[src/rtl/mdio_pkg.sv]
package mdio_pkg;
    localparam logic [1:0] OP_WRITE = 2'b01;
    localparam logic [1:0] OP_READ  = 2'b10;
endpackage

[src/rtl/mdio_div.sv]
module mdio_div #(
    parameter int SEL_W    = 2,
    parameter int BASE_DIV = 8
) (
    input  logic             clk,
    input  logic             rst_n,
    input  logic             run,
    input  logic [SEL_W-1:0] sel,
    output logic             mdc,
    output logic             rise,
    output logic             bit_end
);
    localparam int MAX_DIV = BASE_DIV << ((1 << SEL_W) - 1);
    localparam int CNT_W   = $clog2(MAX_DIV);

    typedef struct packed {
        logic [CNT_W-1:0] cnt;
        logic             mdc;
    } div_t;

    div_t q, d;
    logic [CNT_W:0] ratio, last, half, half_m1;

    always_comb begin
        ratio   = (CNT_W+1)'(BASE_DIV) << sel;
        last    = ratio - 1'b1;
        half    = ratio >> 1;
        half_m1 = half - 1'b1;
        d = q;
        if (!run)
            d.cnt = '0;
        else if (q.cnt == last[CNT_W-1:0])
            d.cnt = '0;
        else
            d.cnt = q.cnt + 1'b1;
        d.mdc   = run && (d.cnt >= half[CNT_W-1:0]);
        rise    = run && (q.cnt == half_m1[CNT_W-1:0]);
        bit_end = run && (q.cnt == last[CNT_W-1:0]);
    end

    always_ff @(posedge clk or negedge rst_n) begin
        if (!rst_n) q <= '0;
        else        q <= d;
    end

    assign mdc = q.mdc;
endmodule

[src/rtl/mdio_engine.sv]
module mdio_engine
    import mdio_pkg::*;
#(
    parameter int FRAME_W = 32,
    parameter int PRE_W   = 32,
    parameter int DATA_W  = 16,
    parameter int TA_BITS = 2
) (
    input  logic               clk,
    input  logic               rst_n,
    input  logic               start,
    input  logic [FRAME_W-1:0] word,
    input  logic               rise,
    input  logic               bit_end,
    input  logic               mdio_in,
    output logic               busy,
    output logic               done,
    output logic               is_read,
    output logic               mdio_out,
    output logic               mdio_oe,
    output logic [DATA_W-1:0]  rdata
);
    localparam int TOTAL      = PRE_W + FRAME_W;
    localparam int IDX_W      = $clog2(TOTAL);
    localparam int RELEASE_AT = PRE_W + FRAME_W - DATA_W - TA_BITS;
    localparam int CAPTURE_AT = PRE_W + FRAME_W - DATA_W;
    localparam int OP_HI      = FRAME_W - 3;

    typedef struct packed {
        logic               busy;
        logic               rd;
        logic [IDX_W-1:0]   idx;
        logic [FRAME_W-1:0] sh;
        logic [DATA_W-1:0]  cap;
    } eng_t;

    eng_t q, d;

    always_comb begin
        d    = q;
        done = 1'b0;
        if (start && !q.busy) begin
            d.busy = 1'b1;
            d.rd   = (word[OP_HI -: 2] == OP_READ);
            d.idx  = '0;
            d.sh   = word;
            d.cap  = '0;
        end else if (q.busy) begin
            if (rise && q.rd && (q.idx >= IDX_W'(CAPTURE_AT)))
                d.cap = {q.cap[DATA_W-2:0], mdio_in};
            if (bit_end) begin
                if (q.idx == IDX_W'(TOTAL - 1)) begin
                    d.busy = 1'b0;
                    d.idx  = '0;
                    done   = 1'b1;
                end else begin
                    d.idx = q.idx + 1'b1;
                    if (q.idx >= IDX_W'(PRE_W))
                        d.sh = {q.sh[FRAME_W-2:0], 1'b0};
                end
            end
        end
    end

    always_ff @(posedge clk or negedge rst_n) begin
        if (!rst_n) q <= '0;
        else        q <= d;
    end

    assign busy     = q.busy;
    assign is_read  = q.rd;
    assign rdata    = q.cap;
    assign mdio_out = (q.idx < IDX_W'(PRE_W)) ? 1'b1 : q.sh[FRAME_W-1];
    assign mdio_oe  = q.busy && !(q.rd && (q.idx >= IDX_W'(RELEASE_AT)));
endmodule

[src/rtl/mdio_mgmt.sv]
module mdio_mgmt #(
    parameter int FRAME_W  = 32,
    parameter int PRE_W    = 32,
    parameter int DATA_W   = 16,
    parameter int SEL_W    = 2,
    parameter int BASE_DIV = 8
) (
    input  logic               clk,
    input  logic               rst_n,
    input  logic               ctl_we,
    input  logic               ctl_enable,
    input  logic [SEL_W-1:0]   ctl_div_sel,
    input  logic               frm_we,
    input  logic [FRAME_W-1:0] frm_wdata,
    output logic [FRAME_W-1:0] frm_rdata,
    output logic               idle,
    output logic               mdc,
    input  logic               mdio_in,
    output logic               mdio_out,
    output logic               mdio_oe
);
    typedef struct packed {
        logic               en;
        logic [SEL_W-1:0]   sel;
        logic [SEL_W-1:0]   run_sel;
        logic [FRAME_W-1:0] frame;
    } top_t;

    top_t st_q, st_d;
    logic eng_busy, eng_done, eng_rd, start, rise, bit_end;
    logic [DATA_W-1:0] eng_rdata;

    assign start = frm_we && st_q.en && !eng_busy;

    always_comb begin
        st_d = st_q;
        if (ctl_we) begin
            st_d.en  = ctl_enable;
            st_d.sel = ctl_div_sel;
        end
        if (start) begin
            st_d.frame   = frm_wdata;
            st_d.run_sel = st_q.sel;
        end
        if (eng_done && eng_rd)
            st_d.frame[DATA_W-1:0] = eng_rdata;
    end

    always_ff @(posedge clk or negedge rst_n) begin
        if (!rst_n) st_q <= '0;
        else        st_q <= st_d;
    end

    mdio_div #(.SEL_W(SEL_W), .BASE_DIV(BASE_DIV)) u_div (
        .clk(clk), .rst_n(rst_n), .run(eng_busy), .sel(st_q.run_sel),
        .mdc(mdc), .rise(rise), .bit_end(bit_end)
    );

    mdio_engine #(.FRAME_W(FRAME_W), .PRE_W(PRE_W), .DATA_W(DATA_W)) u_eng (
        .clk(clk), .rst_n(rst_n), .start(start), .word(frm_wdata),
        .rise(rise), .bit_end(bit_end), .mdio_in(mdio_in),
        .busy(eng_busy), .done(eng_done), .is_read(eng_rd),
        .mdio_out(mdio_out), .mdio_oe(mdio_oe), .rdata(eng_rdata)
    );

    assign frm_rdata = st_q.frame;
    assign idle      = !eng_busy;
endmodule

[config.mk]
export PLATFORM = sky130hd
export DESIGN_NAME = mdio_mgmt
export DESIGN_NICKNAME = d
export VERILOG_FILES = /design/src/rtl/mdio_pkg.sv /design/src/rtl/mdio_div.sv /design/src/rtl/mdio_engine.sv /design/src/rtl/mdio_mgmt.sv
export SDC_FILE = /design/constraint.sdc
export NUM_CORES = 1
export LEC_CHECK = 0
export CAP_MARGIN = 20
export CORE_ASPECT_RATIO = 1.25
export CORE_MARGIN = 2
export CORE_UTILIZATION = 40
export CTS_CLUSTER_SIZE = 28
export DETAILED_ROUTE_END_ITERATION = 10
export GPL_TIMING_DRIVEN = 0
export PLACE_DENSITY = 0.62
export SLEW_MARGIN = 20
export SYNTH_ARGS = -nofsm -noshare
export SYNTH_HDL_FRONTEND = slang
export SYNTH_HIERARCHICAL = 1
export SYNTH_SLANG_ARGS = --single-unit
[constraint.sdc]
create_clock -name clk -period 3.7 [get_ports clk]
set_clock_uncertainty 0.05 [all_clocks]
set_input_delay 0.555 -clock clk [delete_from_list [all_inputs] [get_ports clk]]
set_output_delay 0.555 -clock clk [all_outputs]
set_load 0.01 [all_outputs]
==> results.yml <==
cts:
  clockBufferDepth: 2
  clk_pin_slew_ns: 0.07
  cts_resized: 0
  cts_buffers: 9
  clock_latency_ns: 0.34
  cts.sinks: 100
  htree_num_levels: 3
  root_buffer: "clkbuf_16"
  cts_tree: "built"
  cts_setup_buffers: 0
  postCtsHoldBufs: 0
floorplan:
  core-area_um2: 13100
  fp.dieH_um: 133
  start_util: 0.407
  die_w_um: 107
  die-area_um2: 14300
  rows: 47
  num_io_pins: 76
layout:
  num_antenna_cells: 0
  syn_to_final_growth_pct: 24.8
  num-nets-final: 706
  layout-drive-gt1-share: 0.200
power_and_ir_drop:
  vdd_drop_max_mv: 0.317
  p_leak_nw: 3.16
  powerDensity_nw_per_um2: 729
yosys:
  synthesis.nets: 619
  synth_edf_count: 0
  ys_seq_area_frac: 0.469
  async_reset_ff_frac: 1.00
  synth_cell_type_count: 53
  syn_area_um2: 5330
  synth_top_cell_area_share: 0.469
  syn_avg_cell_area_um2: 9.32
  synth_top_area_cell: "dfrtp_1"
  synth_commonest_cells: "170 x nand2_1, 100 x dfrtp_1, 49 x buf_4"
  ys_seq_elements: 100
  post-synth-top-count-cell: "nand2_1"
  yosys_warnings: 6
  synthCells: 572
  synthTopCellsByArea: "dfrtp_1 47%, nand2_1 12%, buf_4 6.9%"
  synthFlopType: "dfrtp_1"
global_routing:
  overflow: 0
  grt_max_degree: 69
  grt-busiest-layer: "met2"
  use_met1: 0.240
  grt_usage: 0.182
  grt_util_met2: 0.303
  grtUsageMet3: 0.0303
  grt_pass1_wl_um: 20500
  antenna_found_initial: 0
  grt_pass1_vias: 4125
timing:
  relSlewSlack: 0.613
  fin_ws_ns: 0.927
  final_hold_viol_count: 0
  period_share: 0.750
  tns_ns: 0
  fmax_ghz: 0.361
  rsz0062_at_grt: "no"
  drv_slew: 0
  min_period_ns: 2.77
  finalSetupViolations: 0
  worst_pin_slew_ns: 0.580
route:
  vias_per_cell: 4.97
  drtAntennaViolNets: 0
  drtIter0Drc: 206
  drt_wl_total_um: 12300
  dr.pass1.iters: 5
  vias: 4150
  drc_errors: 0
  wl_per_cell_um: 14.7
critical_path:
  path_max_fanout: 10
  end_kind: "flop"
  cp-start-kind: "flop"
  criticalPathCategory: "flop to flop"
  cp.required_ns: 3.84
  reg2reg_depth: 10
  critPathArrivalTime_ns: 2.92
place:
  pre_cts_slack_ns: 0.789
  io_buffer_count: 75
  gp_congestion: 0.860
  dp_hpwl_um: 8780
flow_run:
  drv_cap: 0
min_path:
  min_path_type: "primary input to asynchronous set/reset pin"
outcome:
  status: "completed"
[power by group]
part           leakage (nW)  switching (mW)  internal [mW]  total (mW)
Clock                 0.156           0.411          0.614        1.03
Sequential             1.23           0.311           1.59        1.90
Combinational          1.78           0.805           1.12        1.93
Total                  3.16            1.53           3.32        4.85
[metrics by stage]
| step | hold slack [ns] | instances | util | power [mW] | area [um2] |
|---|---|---|---|---|---|
| finish | 0.0446 | 835 | 0.507 | 4.85 | 6650 |
| global route | 0.0624 | 835 | 0.507 | 5.20 | 6650 |
| CTS | 0.0480 | 835 | 0.507 | 4.90 | 6650 |
| detailed placement | 0.409 | 819 | 0.482 | 3.86 | 6330 |
| global placement | 0.403 | 818 | 0.480 | 3.78 | 6300 |
| floorplan | 0.209 | 572 | - | 3.15 | 5330 |
[worst paths after layout]
path | startpoint | endpoint | slack (ns)
setup / recovery | u_div/q[1]$_DFF_PN0_ | frm_rdata[11]$_DFFE_PN0P_ | 0.93
hold / removal | rst_n | frm_rdata[6]$_DFFE_PN0P_ | 0.04
setup reg to reg | u_div/q[1]$_DFF_PN0_ | frm_rdata[11]$_DFFE_PN0P_ | 0.93
hold reg to reg | st_q[34]$_DFFE_PN0P_ | st_q[32]$_DFFE_PN0P_ | 0.42
max in group asynchronous | rst_n | u_eng/q[46]$_DFFE_PN0P_ | 2.91
min in group clk | st_q[34]$_DFFE_PN0P_ | st_q[32]$_DFFE_PN0P_ | 0.42
[kinds of logic after synthesis]
kind of cell,after synthesis,synth area share
adders and majority gates,7,0.0164
AOI/OAI and AO/OA,71,0.124
and+or+nand+nor,266,0.215
DFF,100,0.469
xor gates and xnor gates,6,0.00985
muxes,20,0.0415
buffers and inverters,102,0.124
[area by class of cell]
type                       count  area (um2)
buffer                        87         603
fill                        1239        6460
timing repair buffer          76         779
inverter                      15        57.6
clock inverter                 5        85.1
tap                          171         214
clock buffer                  11         243
multi-input combinational    370        2170
sequential                   100        2500
[flip-flops by register name (all words and copies together), names as in the netlist]
name           cells
u_eng/q           38
u_eng/is_read      1
u_div/mdc          1
u_eng/rdata       16
u_div/q            6
st_q               5
u_eng/busy         1
frm_rdata         32
[per-layer routing]
layer | wire length (um) | vias to the layer above
li1 | - | 2032
met1 | 5530 | 2005
met2 | 6080 | 101
met3 | 479 | 12
met4 | 191 | 0
met5 | 0 | -
[layout by cell type (no fill, tap or decap), drive strengths merged, types with 3 or more instances in the layout]
master / instances
a31oi: 17
ha: 7
and2: 4
dfrtp: 100
inv: 14
xor2: 5
nor2: 29
nand3: 41
buf: 75
clkinv: 3
a21oi: 3
mux2i: 9
o211ai: 32
clkbuf: 25
mux2: 11
clkdlybuf4s50: 74
nand2: 170
nand3b: 3
nand2b: 5
o21ai: 6
[worst max-delay path, cell delays in order, from the launching register on]
cell and delay (ns):
dfrtp_1 0.36, ha_1 0.27, nand2_1 0.13, o32ai_2 0.37
and3_1 0.30, nand2_1 0.17, nor3_1 0.26, nand2_1 0.20
buf_1 0.29, nor2_1 0.18, a31oi_1 0.06
Note: power is estimated with default switching activity, not from simulation.
